**config.mk**
```make
export PLATFORM = sky130hd
export DESIGN_NAME = sigch_ctrl_mem
export DESIGN_NICKNAME = d
export VERILOG_FILES = /design/src/rtl/sigch_pkg.sv /design/src/rtl/sigch_host_regs.sv /design/src/rtl/sigch_cmd_unit.sv /design/src/rtl/sigch_cmem.sv /design/src/rtl/sigch_frame_tx.sv /design/src/rtl/sigch_ctrl_mem.sv
export SDC_FILE = /design/constraint.sdc
export NUM_CORES = 1
export LEC_CHECK = 0
export BUFFER_PORTS_ARGS = -buffer_cell sky130_fd_sc_hd__buf_2
export CELL_PAD_IN_SITES_DETAIL_PLACEMENT = 1
export CELL_PAD_IN_SITES_GLOBAL_PLACEMENT = 1
export CORE_ASPECT_RATIO = 1.4
export CORE_UTILIZATION = 52
export CTS_BUF_LIST = sky130_fd_sc_hd__clkbuf_16
export DETAILED_ROUTE_END_ITERATION = 8
export GPL_ROUTABILITY_DRIVEN = 0
export PLACE_DENSITY_LB_ADDON = 0.15
export SLEW_MARGIN = 0
export SYNTH_ARGS = -nofsm -noshare
export SYNTH_HDL_FRONTEND = slang
export SYNTH_SLANG_ARGS = --single-unit
```
**constraint.sdc**
```tcl
create_clock -name clk -period 3.55 [get_ports clk]
set_clock_uncertainty 0.1 [all_clocks]
set_input_delay 0.8875 -clock clk [delete_from_list [all_inputs] [get_ports clk]]
set_output_delay 0.8875 -clock clk [all_outputs]
set_load 0.02 [all_outputs]
```
**src/rtl/sigch_pkg.sv**
```systemverilog
// Shared types for the signaling channel memory controller.
// Assumes a 4-bit operation field in the host command word.
package sigch_pkg;

    typedef enum logic [1:0] {
        XF_NONE = 2'd0,
        XF_FULL = 2'd1,
        XF_DATA = 2'd2
    } xfer_kind_e;

    localparam logic [1:0] WSEL_4 = 2'b00;
    localparam logic [1:0] WSEL_6 = 2'b01;

    // Map an operation code onto the transfer it requests
    function automatic xfer_kind_e decode_op(input logic [3:0] op);
        if (op[3:1] == 3'b111) begin
            return XF_FULL;
        end else if (op == 4'b1001) begin
            return XF_DATA;
        end
        return XF_NONE;
    endfunction

endpackage

```
**src/rtl/sigch_host_regs.sv**
```systemverilog
// Host register file: staging value, target/width and command decode.
// Assumes BUS_W >= CW+5 and BUS_W > DW, AW+1.
module sigch_host_regs
    import sigch_pkg::*;
#(
    parameter int AW    = 5,
    parameter int DW    = 8,
    parameter int CW    = 4,
    parameter int BUS_W = 9
) (
    input  logic             clk,
    input  logic             rst_n,
    input  logic             hw_en,
    input  logic [1:0]       hw_sel,
    input  logic [BUS_W-1:0] hw_wdata,
    output logic [DW-1:0]    stg_q,
    output logic [AW-1:0]    adr_q,
    output logic [1:0]       wsel_q,
    output logic             cmd_stb,
    output xfer_kind_e       cmd_kind,
    output logic [CW-1:0]    cmd_code
);
    localparam int OP_LSB  = CW;
    localparam int RWS_BIT = CW + 4;

    // Load the staging and target registers on host writes
    always_ff @(posedge clk) begin
        if (!rst_n) begin
            stg_q  <= '0;
            adr_q  <= '0;
            wsel_q <= '0;
        end else if (hw_en) begin
            if (hw_sel == 2'd0) begin
                stg_q <= hw_wdata[DW-1:0];
            end else if (hw_sel == 2'd1) begin
                adr_q  <= hw_wdata[AW-1:0];
                wsel_q <= hw_wdata[AW+1:AW];
            end
        end
    end

    // Decode a command write with the write-direction select
    always_comb begin
        cmd_stb  = hw_en && (hw_sel == 2'd2) && !hw_wdata[RWS_BIT];
        cmd_kind = decode_op(hw_wdata[OP_LSB+3:OP_LSB]);
        cmd_code = hw_wdata[CW-1:0];
    end

endmodule

```
**src/rtl/sigch_cmd_unit.sv**
```systemverilog
// Command acceptance and the pending transfer held until frame boundary.
// Assumes commit is a single-cycle pulse at the last-timeslot edge.
module sigch_cmd_unit
    import sigch_pkg::*;
#(
    parameter int AW = 5,
    parameter int DW = 8,
    parameter int CW = 4
) (
    input  logic          clk,
    input  logic          rst_n,
    input  logic          cmd_stb,
    input  xfer_kind_e    cmd_kind,
    input  logic [CW-1:0] cmd_code,
    input  logic [DW-1:0] stg_q,
    input  logic [AW-1:0] adr_q,
    input  logic [1:0]    wsel_q,
    input  logic          commit,
    output logic          busy,
    output logic          cmd_err,
    output logic          mem_we,
    output logic          mem_full,
    output logic [AW-1:0] mem_addr,
    output logic [CW-1:0] mem_code,
    output logic [DW-1:0] mem_data
);
    localparam logic [DW-1:0] ONES = '1;

    logic          valid_cmd;
    logic          accept;
    logic          reject;
    logic [DW-1:0] width_mask;
    logic [AW-1:0] pend_addr;
    logic [CW-1:0] pend_code;
    logic [DW-1:0] pend_data;
    logic          pend_full;

    // Classify the command against busy state and target parity
    always_comb begin
        valid_cmd = cmd_stb && (cmd_kind != XF_NONE) && !busy;
        accept    = valid_cmd && !adr_q[0];
        reject    = valid_cmd && adr_q[0];
    end

    // Build the right-aligned mask for the selected value width
    always_comb begin
        case (wsel_q)
            WSEL_4:  width_mask = ~(ONES << 4);
            WSEL_6:  width_mask = ~(ONES << 6);
            default: width_mask = ONES;
        endcase
    end

    // Capture the transfer operands at acceptance
    always_ff @(posedge clk) begin
        if (!rst_n) begin
            pend_addr <= '0;
            pend_code <= '0;
            pend_data <= '0;
            pend_full <= 1'b0;
        end else if (accept) begin
            pend_addr <= adr_q;
            pend_code <= cmd_code;
            pend_data <= stg_q & width_mask;
            pend_full <= (cmd_kind == XF_FULL);
        end
    end

    // Hold busy from acceptance until the frame boundary commit
    always_ff @(posedge clk) begin
        if (!rst_n) begin
            busy <= 1'b0;
        end else if (accept) begin
            busy <= 1'b1;
        end else if (commit) begin
            busy <= 1'b0;
        end
    end

    // Record whether the last valid command was rejected
    always_ff @(posedge clk) begin
        if (!rst_n) begin
            cmd_err <= 1'b0;
        end else if (accept) begin
            cmd_err <= 1'b0;
        end else if (reject) begin
            cmd_err <= 1'b1;
        end
    end

    // Present the pending transfer to the memory at commit
    always_comb begin
        mem_we   = busy && commit;
        mem_full = pend_full;
        mem_addr = pend_addr;
        mem_code = pend_code;
        mem_data = pend_data;
    end

endmodule

```
**src/rtl/sigch_cmem.sv**
```systemverilog
// Per-timeslot control memory: a code field and a data field per entry.
// Assumes one write port and one asynchronous read port.
module sigch_cmem #(
    parameter int N_TS = 32,
    parameter int AW   = 5,
    parameter int DW   = 8,
    parameter int CW   = 4
) (
    input  logic          clk,
    input  logic          rst_n,
    input  logic          we,
    input  logic          we_full,
    input  logic [AW-1:0] waddr,
    input  logic [CW-1:0] wcode,
    input  logic [DW-1:0] wdata,
    input  logic [AW-1:0] raddr,
    output logic [CW-1:0] rcode,
    output logic [DW-1:0] rdata
);
    logic [CW-1:0] code_q [N_TS];
    logic [DW-1:0] data_q [N_TS];

    for (genvar i = 0; i < N_TS; i++) begin : g_entry
        // Update one entry when the commit targets it
        always_ff @(posedge clk) begin
            if (!rst_n) begin
                code_q[i] <= '0;
                data_q[i] <= '0;
            end else if (we && (waddr == AW'(i))) begin
                data_q[i] <= wdata;
                if (we_full) begin
                    code_q[i] <= wcode;
                end
            end
        end
    end

    // Read the entry selected by the frame engine
    always_comb begin
        rcode = code_q[raddr];
        rdata = data_q[raddr];
    end

endmodule

```
**src/rtl/sigch_frame_tx.sv**
```systemverilog
// Frame engine: timeslot counter, commit pulse and per-slot output value.
// Assumes N_TS is even so every odd slot has an even partner.
module sigch_frame_tx #(
    parameter int              N_TS = 32,
    parameter int              AW   = 5,
    parameter int              DW   = 8,
    parameter int              CW   = 4,
    parameter logic [DW-1:0]   IDLE = '1
) (
    input  logic          clk,
    input  logic          rst_n,
    input  logic          ts_tick,
    input  logic [CW-1:0] rcode,
    input  logic [DW-1:0] rdata,
    output logic [AW-1:0] raddr,
    output logic [AW-1:0] ts_num,
    output logic          commit,
    output logic          tx_active,
    output logic [DW-1:0] tx_data
);
    localparam logic [AW-1:0] LAST = AW'(N_TS - 1);

    logic [AW-1:0] ts_cnt;

    // Step through the timeslots of the frame
    always_ff @(posedge clk) begin
        if (!rst_n) begin
            ts_cnt <= '0;
        end else if (ts_tick) begin
            ts_cnt <= (ts_cnt == LAST) ? '0 : ts_cnt + 1'b1;
        end
    end

    // Derive the boundary pulse and the sent value for this slot
    always_comb begin
        commit    = ts_tick && (ts_cnt == LAST);
        raddr     = {ts_cnt[AW-1:1], 1'b0};
        ts_num    = ts_cnt;
        tx_active = ts_cnt[0] && (rcode != '0);
        tx_data   = tx_active ? rdata : IDLE;
    end

endmodule

```
**src/rtl/sigch_ctrl_mem.sv**
```systemverilog
// Top level of the timeslot signaling channel memory controller.
// Assumes N_TS is even and DW >= 6; the host word is sized for the command.
module sigch_ctrl_mem
    import sigch_pkg::*;
#(
    parameter int            N_TS     = 32,
    parameter int            DW       = 8,
    parameter int            CW       = 4,
    parameter logic [DW-1:0] IDLE_VAL = '1,
    localparam int           AW       = $clog2(N_TS),
    localparam int           BUS_W    = ((DW > CW + 4) ? DW : CW + 4) + 1
) (
    input  logic             clk,
    input  logic             rst_n,
    input  logic             hw_en,
    input  logic [1:0]       hw_sel,
    input  logic [BUS_W-1:0] hw_wdata,
    input  logic             ts_tick,
    output logic [AW-1:0]    ts_num,
    output logic             tx_active,
    output logic [DW-1:0]    tx_data,
    output logic             busy,
    output logic             cmd_err
);
    logic [DW-1:0] stg_q;
    logic [AW-1:0] adr_q;
    logic [1:0]    wsel_q;
    logic          cmd_stb;
    xfer_kind_e    cmd_kind;
    logic [CW-1:0] cmd_code;
    logic          commit;
    logic          mem_we;
    logic          mem_full;
    logic [AW-1:0] mem_addr;
    logic [CW-1:0] mem_code;
    logic [DW-1:0] mem_data;
    logic [AW-1:0] raddr;
    logic [CW-1:0] rcode;
    logic [DW-1:0] rdata;

    sigch_host_regs #(.AW(AW), .DW(DW), .CW(CW), .BUS_W(BUS_W)) u_regs (
        .clk(clk), .rst_n(rst_n), .hw_en(hw_en), .hw_sel(hw_sel),
        .hw_wdata(hw_wdata), .stg_q(stg_q), .adr_q(adr_q), .wsel_q(wsel_q),
        .cmd_stb(cmd_stb), .cmd_kind(cmd_kind), .cmd_code(cmd_code)
    );

    sigch_cmd_unit #(.AW(AW), .DW(DW), .CW(CW)) u_cmd (
        .clk(clk), .rst_n(rst_n), .cmd_stb(cmd_stb), .cmd_kind(cmd_kind),
        .cmd_code(cmd_code), .stg_q(stg_q), .adr_q(adr_q), .wsel_q(wsel_q),
        .commit(commit), .busy(busy), .cmd_err(cmd_err), .mem_we(mem_we),
        .mem_full(mem_full), .mem_addr(mem_addr), .mem_code(mem_code),
        .mem_data(mem_data)
    );

    sigch_cmem #(.N_TS(N_TS), .AW(AW), .DW(DW), .CW(CW)) u_mem (
        .clk(clk), .rst_n(rst_n), .we(mem_we), .we_full(mem_full),
        .waddr(mem_addr), .wcode(mem_code), .wdata(mem_data),
        .raddr(raddr), .rcode(rcode), .rdata(rdata)
    );

    sigch_frame_tx #(.N_TS(N_TS), .AW(AW), .DW(DW), .CW(CW), .IDLE(IDLE_VAL)) u_frm (
        .clk(clk), .rst_n(rst_n), .ts_tick(ts_tick), .rcode(rcode),
        .rdata(rdata), .raddr(raddr), .ts_num(ts_num), .commit(commit),
        .tx_active(tx_active), .tx_data(tx_data)
    );

endmodule

```
Word-level counts from Yosys, hierarchy flattened
Memory sizes are Yosys's and may differ from the RTL's. A register that Yosys moved wholly into a read port is not among the register bits.
Index checks and enable logic that the tools add are counted.
Storage, ports and cells
  bits in writable memories: 384
  word-level logic and storage cells: 443
  memories kept: 2
  bits in registers: 40
  output and inout bits: 16
  input bits: 15
Memories
  u_mem.data_q: words 32, bits a word 8, read ports 1, clocked after memory_dff 1, wr ports 32, line sigch_cmem.sv:21  | logic [DW-1:0] data_q [N_TS];
  u_mem.code_q: words 32, bits a word 4, read ports 1, clocked after memory_dff 1, wr ports 32, line sigch_cmem.sv:20  | logic [CW-1:0] code_q [N_TS];
Operators by class
  equal/unequal tests: 38
  $add $sub $neg: 1
  bitwise operators: 67
  reductions and logical operators: 53
  mux-type cells: 272
Operators by type and width (number)
  8-bit two-way mux: 33
  1-bit two-way mux: 198
  4-bit two-way mux: 32
  5-bit equality test, second input constant: 17
  1-bit OR: 64
  1-bit logical AND: 41
  5-bit by 4-bit equality test with 1-bit output, second input constant: 8
  5-bit two-way mux: 5
  5-bit by 3-bit equality test with 1-bit output, second input constant: 4
  8-bit case mux with 2 select lines: 1
  5-bit by 2-bit equality test with 1-bit output, second input constant: 2
  8-bit AND: 1
  2-bit by 1-bit equality test with 1-bit output, second input constant: 3
  2-bit two-way mux: 3
  5-bit by 1-bit adder with 5-bit output, second input constant: 1
  5-bit by 1-bit equality test with 1-bit output, second input constant: 1
  5-bit logical NOT: 1
  4-bit equality test, second input constant: 1
  2-bit logical NOT: 2
  2-bit nonzero test: 2
  4-bit nonzero test: 1
  3-bit equality test, second input constant: 1
  1-bit logical NOT: 3
  3-bit AND reduction: 1
  4 further kinds: 5

Longest topological paths before layout
Gate-level depths: netlist of the first run.
  depth in word-level cells: 9
  depth in mapped cells: 8
  depth with buffers taken out: 7

Cells and area by module
A second synthesis of the first run with hierarchy kept.
Unflattened totals
  cell total of the unflattened synthesis: 1607
  area, all modules: 20385.8 sq um
Modules (own cells, without submodules)
  sigch_cmem: cells an instance 1408, area each 18516.5 sq um, seq. area each 11531.1 sq um, times used 1
  sigch_cmd_unit: cells an instance 89, area each 835.8 sq um, seq. area each 400.4 sq um, times used 1
  sigch_host_regs: cells an instance 66, area each 648.1 sq um, seq. area each 300.3 sq um, times used 1
  sigch_frame_tx: cells an instance 44, area each 385.4 sq um, seq. area each 100.1 sq um, times used 1

Least setup slack after synthesis of the first run
Ideal clock, no wire load.
  path type: register to register
  start: register u_frm.ts_cnt[0], in the netlist u_frm.ts_num[0]
  end: memory u_mem.code_q[18][0] (enable)
  path buffers: 0
  slack: 0.490 ns
  arrival: 2.627 ns
  data required time: 3.118 ns
  stages on the path, launching flop included: 8
  period minus slack after synthesis: 3.060 ns
  library setup time: 0.332 ns
  cell sequence: dfxtp_1 -> ha_1 -> and3_1 -> ha_1 -> nand2_1 -> or3_1 -> o21ai_0 -> nor2b_1
RTL lines
  start: declaration: line sigch_frame_tx.sv:23  | logic [AW-1:0] ts_cnt;
  start signal: assignment: line sigch_frame_tx.sv:30  | ts_cnt <= (ts_cnt == LAST) ? '0 : ts_cnt + 1'b1;
  end: declaration: line sigch_cmem.sv:20

==> reports/qor.yml, run 1 <==
clocking:
  worst_setup_hold_path_clk_slew_ps: 60
  clock_latency_ps: 510
  cts_inserted_buffers: 23
  cts-root-buf: "clkbuf_16"
  cts.path.max_buffers: 3
  htree_levels: 1
  cts.sinks: 236
  cts_tree: "built"
  hold_buffers: 0
detailed_routing:
  drcViolationCount: 0
  viasPerCell: 6.03
  drt_iter0_drc: 545
  drt-pass1-iter-count: 4
  routed_wirelength_mm: 25.4
  avgRoutedWirePerCell_um: 23.9
  drt.antenna.violating_nets: 0
  vias: 6401
sta:
  slew_headroom_pct: 47.7
  drv_slew: 0
  fin_tns_setup_ps: 0
  fmax_mhz: 288
  period_minus_slack_ps: 3480
  post-route-period-util_pct: 98.0
  finalHoldViolCount: 0
  tightest_slew_ps: 781
  fin_hold_ws_ps: 400
  rsz0062_at_grt: "no"
  setup_viol: 0
place:
  dp_hpwl_mm: 17.0
  placed_area_sq_mm: 0.0109
  io_buffers: 30
floorplan:
  initial_utilization_pct: 53.5
  io_pins: 31
  die_area_sq_mm: 0.0206
  die_x_um: 122
  rows: 60
  fp.coreArea_sq_mm: 0.0194
  die_h_um: 169
logic_synthesis:
  ys_top_cells_by_area: "edfxtp_1, dfxtp_1, and3_1, mux4_2, mux2i_1"
  seq_area_frac_synth_pct: 63.9
  synthArstFlopShare_pct: 0
  synth_nets: 787
  synth-seq-cells: 236
  synth_flop_cell: "edfxtp_1"
  synth_area_leader_cell: "edfxtp_1"
  syn-cell-area_sq_mm: 0.0104
  yosysTopAreaCellShare_pct: 55.4
  syn_inst: 770
  synth_warnings: 0
  synth_edf_count: 192
  syn_area_per_cell_sq_um: 13.5
  ys_types: 47
global_routing:
  grtUsageMet3_pct: 2.52
  grt_busiest_layer: "met2"
  grt_max_degree: 59
  grt_pass1_wl_mm: 39.7
  antenna_found_initial: 0
  grtUsageTotal_pct: 25.9
  grt_use_met2_pct: 49.1
  use_met1_pct: 31.1
  globalRouteOverflowTotal: 0
  grt_pass1_vias: 6967
critical_path:
  path_buf_inv: 3
  cp_data_arrival_time_ps: 2490
  cp_cell_sequence: "buf_8 > buf_4 > mux4_2 > mux2i_1 > a22oi_1 > buf_2"
  slowest_delay_ps: 430
  end_kind: "primary output"
  crit-reg2reg-launch: "u_frm.ts_num[0]$_SDFFE_PN0P_"
  crit_type: "flip-flop to primary output"
  critPathLaunchType: "flip-flop"
  path_max_fanout: 25
  required_ps: 2560
  critPathSlowestCell: "dfxtp_2"
  crit_family: "buffers and inverters"
  r2r_slack_ps: 550
layout:
  finish.instance_area_sq_mm: 0.0116
  n_antenna_cell: 0
  syn_to_final_growth_pct: 11.4
  final_util_pct: 59.6
  layout.nets: 813
  n_fill_cell: 1873
  drive_above_1_share_pct: 17.7
outcome:
  outcome: "completed"
power_and_ir_drop:
  p_per_area_mw_per_mm2: 489
  p_total_uw: 5670
  p_leak_uw: 0.00419
  vdd_drop_max_mv: 0.357
min_path:
  hp-start: "u_regs.stg_q[6]$_SDFFE_PN0P_"
  hold_class: "flip-flop to flip-flop"
run:
  drv_cap: 0
## sequential cells by signal, indices dropped and copies added, names as in the netlist, named ones only
signal and flops:
u_mem.data_q 128, u_mem.code_q 64, u_cmd.mem_data 8, u_regs.stg_q 8
u_cmd.mem_addr 5, u_frm.ts_num 5, u_regs.adr_q 5, u_cmd.mem_code 4
u_regs.wsel_q 2, u_cmd.busy 1, u_cmd.cmd_err 1, u_cmd.mem_full 1
## repair_timing
action                                  CTS  global route
resized for setup                         3             2
endpoints found under the setup margin    9             9
gates cloned                              0             0
pin swaps                                 1             0
setup buffers                             1             0
## kinds of logic after synthesis
kind of cell | Yosys count | synth area share, %
compound gates | 54 | 3.49
mux | 80 | 11.5
simple gates | 332 | 18.1
flops | 236 | 63.9
buf+inv | 66 | 2.75
fa+ha+maj | 2 | 0.241
## cells in the mapped netlist (2+ instances only)
| library cell | n |
|---|---|
| a21oi_1 | 3 |
| o21ai_0 | 21 |
| nand3b_1 | 5 |
| o21ai_1 | 4 |
| a21boi_1 | 5 |
| nand2_1 | 28 |
| nand3_1 | 9 |
| o211ai_1 | 3 |
| and2_1 | 3 |
| nor2b_1 | 49 |
| a22oi_1 | 11 |
| nor4_1 | 12 |
| nand2b_1 | 2 |
| clkbuf_1 | 43 |
| and3_1 | 130 |
| ha_1 | 2 |
| nor3b_1 | 4 |
| nor2_1 | 72 |
| inv_1 | 3 |
| mux4_2 | 32 |
| nor3_1 | 4 |
| or2_2 | 2 |
| edfxtp_1 | 192 |
| buf_6 | 2 |
| dfxtp_1 | 44 |
| or3_1 | 2 |
| buf_2 | 16 |
| mux2i_1 | 48 |
## path summary, 6_finish.rpt
path,depth (start not counted),end
max reg2reg,8,u_mem.code_q[10][3]$_SDFFCE_PN0P_
min reg2reg,2,u_cmd.mem_data[6]$_SDFFE_PN0P_
min,2,u_cmd.mem_data[6]$_SDFFE_PN0P_
max,6,tx_data[5]
## cell type report
type / count / area (sq um) / share of cell area (%)
sequential: 236 / 6650 / 57.4
multi-input combinational: 468 / 3490 / 30.1
clock buffer: 23 / 576 / 4.96
timing repair buffer: 64 / 442 / 3.81
tap: 248 / 310 / 2.68
clock inverter: 19 / 114 / 0.982
inverter: 3 / 11.3 / 0.0971
## tightest hold or removal path: cells and delay by family, from the launching register on
| kind | cells | cell delay (ps) |
|---|---|---|
| AOI/OAI and AO/OA | 1 | 60 |
| DFF | 1 | 310 |
| and+or+nand+nor | 1 | 80 |
## cells in the final DEF, fill, tap and decap left out, drive strengths merged, types with 3 or more instances in the layout
cell type    n
o211ai       3
nor2        73
clkinv      14
mux4        32
nor3b        5
nor4        12
inv          7
and3       130
a21oi        3
nand2       28
and2         3
nand3        9
o21ai       25
nand3b       5
buf         64
edfxtp     192
nor2b       49
a22oi       11
or2          3
clkbuf      23
nor3         5
dfxtp       44
mux2i       48
a21boi       6
## power breakdown
| group | internal (uW) | leakage [uW] | switching (uW) |
|---|---|---|---|
| Clock | 1250 | 0.000361 | 1010 |
| Combinational | 118 | 0.00168 | 155 |
| Sequential | 3090 | 0.00215 | 42.3 |
| Total | 4460 | 0.00419 | 1210 |
## per-stage QoR
stage | instances | worst slack [ps]
floorplan | 770 | 490
global placement | 1018 | 445
detailed placement | 1018 | 327
CTS | 1061 | 27.7
global route | 1061 | 0.730
finish | 1061 | 72.0
## per-layer routing
layer | wire (um) | part of all wire, %
met1 | 9690 | 38
met2 | 14200 | 56
met3 | 1030 | 4.0
met4 | 450 | 1.8
met5 | 0 | 0
(Power assumes the default switching activity.)
==> run 2, diff against run 1 <==
Clock period 3.55 ns to 3.6 ns, I/O delays scaled along.
==> run 2 against run 1 <==
Compared with the run above: sequential power is 1% lower; register-to-register slack better by 80 ps; clock-buffer cell count stayed put; flip-flop and latch count stayed put; setup slack better by 63 ps; critical path type unchanged; critical endpoint is now tx_data[2]; highest routed layer unchanged.
==> reports/qor.yml, run 2 (synthesized netlist as in run 1, its figures left out) <==
layout:
  seqCellArea_sq_mm: 0.00665
  syn_to_final_growth_pct: 11.3
  n_fill_cell: 1875
  fin_cells: 1058
  largest_reg_flops: 128
  final_common_cell: "edfxtp_1"
  n_antenna_cell: 0
  layout.nets: 813
  drive_above_1_share_pct: 17.2
  final_cell_mix: "edfxtp_1, and3_1, nor2_1"
  top_register: "u_mem.data_q"
  multi_input_area_sq_mm: 0.00349
  largestRegisters: "u_mem.data_q x128, u_mem.code_q x64"
clocking:
  cts_tree: "built"
  cts.sinks: 236
  htree_levels: 1
  worst_setup_hold_path_clk_slew_ps: 60
  cts.path.max_buffers: 3
  hold_buffers: 0
  cts_inserted_buffers: 23
  cts_resized: 1
  cts-root-buf: "clkbuf_16"
  clock_latency_ps: 510
  post_cts_buffers: 0
sta:
  rsz0062_at_grt: "no"
  drv_slew: 0
  setup_ws_ps: 135
  finalHoldViolCount: 0
  fin_tns_setup_ps: 0
  period_minus_slack_ps: 3470
  tightest_slew_ps: 870
  slew_headroom_pct: 42.0
  post-route-period-util_pct: 96.3
  fmax_mhz: 289
  setup_viol: 0
global_routing:
  grt_max_degree: 37
  grt_pass1_wl_mm: 40.2
  grt_pass1_vias: 7220
  globalRouteOverflowTotal: 0
  grtUsageTotal_pct: 26.3
  antenna_found_initial: 0
detailed_routing:
  viasPerCell: 6.14
  vias: 6498
  drcViolationCount: 0
  drt-pass1-iter-count: 4
  drt_iter0_drc: 466
  avgRoutedWirePerCell_um: 24.5
  drt.antenna.violating_nets: 0
  routed_wirelength_mm: 26.0
critical_path:
  cp_data_arrival_time_ps: 2470
  cp_num_cells: 5
  crit_family: "multiplexers"
  r2r_cells: 8
  critPathSlowestCell: "mux4_2"
  critPathLaunchType: "flip-flop"
  slowest_delay_ps: 550
  end_kind: "primary output"
  cp_cell_sequence: "buf_4 > mux4_2 > mux2i_1 > a22oi_1 > buf_2"
  crit_type: "flip-flop to primary output"
  path_buf_inv: 2
  path_max_fanout: 13
  required_ps: 2600
floorplan:
  rows: 60
  die_area_sq_mm: 0.0206
  initial_utilization_pct: 53.5
  fp.coreArea_sq_mm: 0.0194
  die_h_um: 169
  io_pins: 31
  die_x_um: 122
power_and_ir_drop:
  p_per_area_mw_per_mm2: 487
  vdd_drop_max_mv: 0.393
  p_total_uw: 5640
  p_leak_uw: 0.00418
place:
  dp_hpwl_mm: 17.1
  preCtsSetupSlack_ps: 387
  dp.cells: 1019
  io_buffers: 30
run:
  drv_cap: 0
min_path:
  hold_class: "flip-flop to flip-flop"
  hold_path_depth: 2
outcome:
  outcome: "completed"
-- run 2: worst register-to-register path, delay by kind of cell (launching register included) --
kind | cells | cell delay, ps
AO/OA/AOI/OAI | 1 | 210
flip-flops | 1 | 420
AND/OR/NAND/NOR | 4 | 1170
adder cells (fa/ha/maj) | 2 | 490
buffers and inverters | 1 | 250
-- run 2: where the power goes --
part	internal (uW)	switching [uW]	leakage (uW)
Clock	1300	984	0.000356
Sequential	3050	43.4	0.00215
Combinational	116	154	0.00168
Total	4460	1180	0.00418
-- run 2: metrics by stage --
step	hold WS [ps]	area [sq um]	util, %
3_5_place_dp	378	10900	55.9
2_1_floorplan	360	10400	-
6_report	384	11600	59.6
4_1_cts	388	11600	59.5
5_1_grt	421	11600	59.6
3_3_place_gp	382	10900	55.9
-- run 2: final timing paths --
kind                                                   start                                 to  slack, ps
worst max-delay path                               flip-flop                         tx_data[2]        130
worst min-delay path            u_regs.stg_q[6]$_SDFFE_PN0P_     u_cmd.mem_data[6]$_SDFFE_PN0P_        380
worst max register to register  u_frm.ts_num[0]$_SDFFE_PN0P_  u_mem.code_q[18][1]$_SDFFCE_PN0P_        630
worst min register to register  u_regs.stg_q[6]$_SDFFE_PN0P_     u_cmd.mem_data[6]$_SDFFE_PN0P_        380
-- run 2: area by class of cell --
cell class / instances / share of cell area [%]
inverter: 3 / 0.0972
clock buffer: 23 / 4.97
clock inverter: 16 / 1.06
tap: 248 / 2.68
sequential: 236 / 57.4
multi-input combinational: 468 / 30.2
timing repair buffer: 64 / 3.61
-- run 2: layer usage --
layer,GRT usage (%),wire [um],vias up
li1,-,-,2936
met1,30.6,10100,3345
met2,48.1,14000,157
met3,3.93,1070,60
met4,10.5,844,0
met5,0,0,-
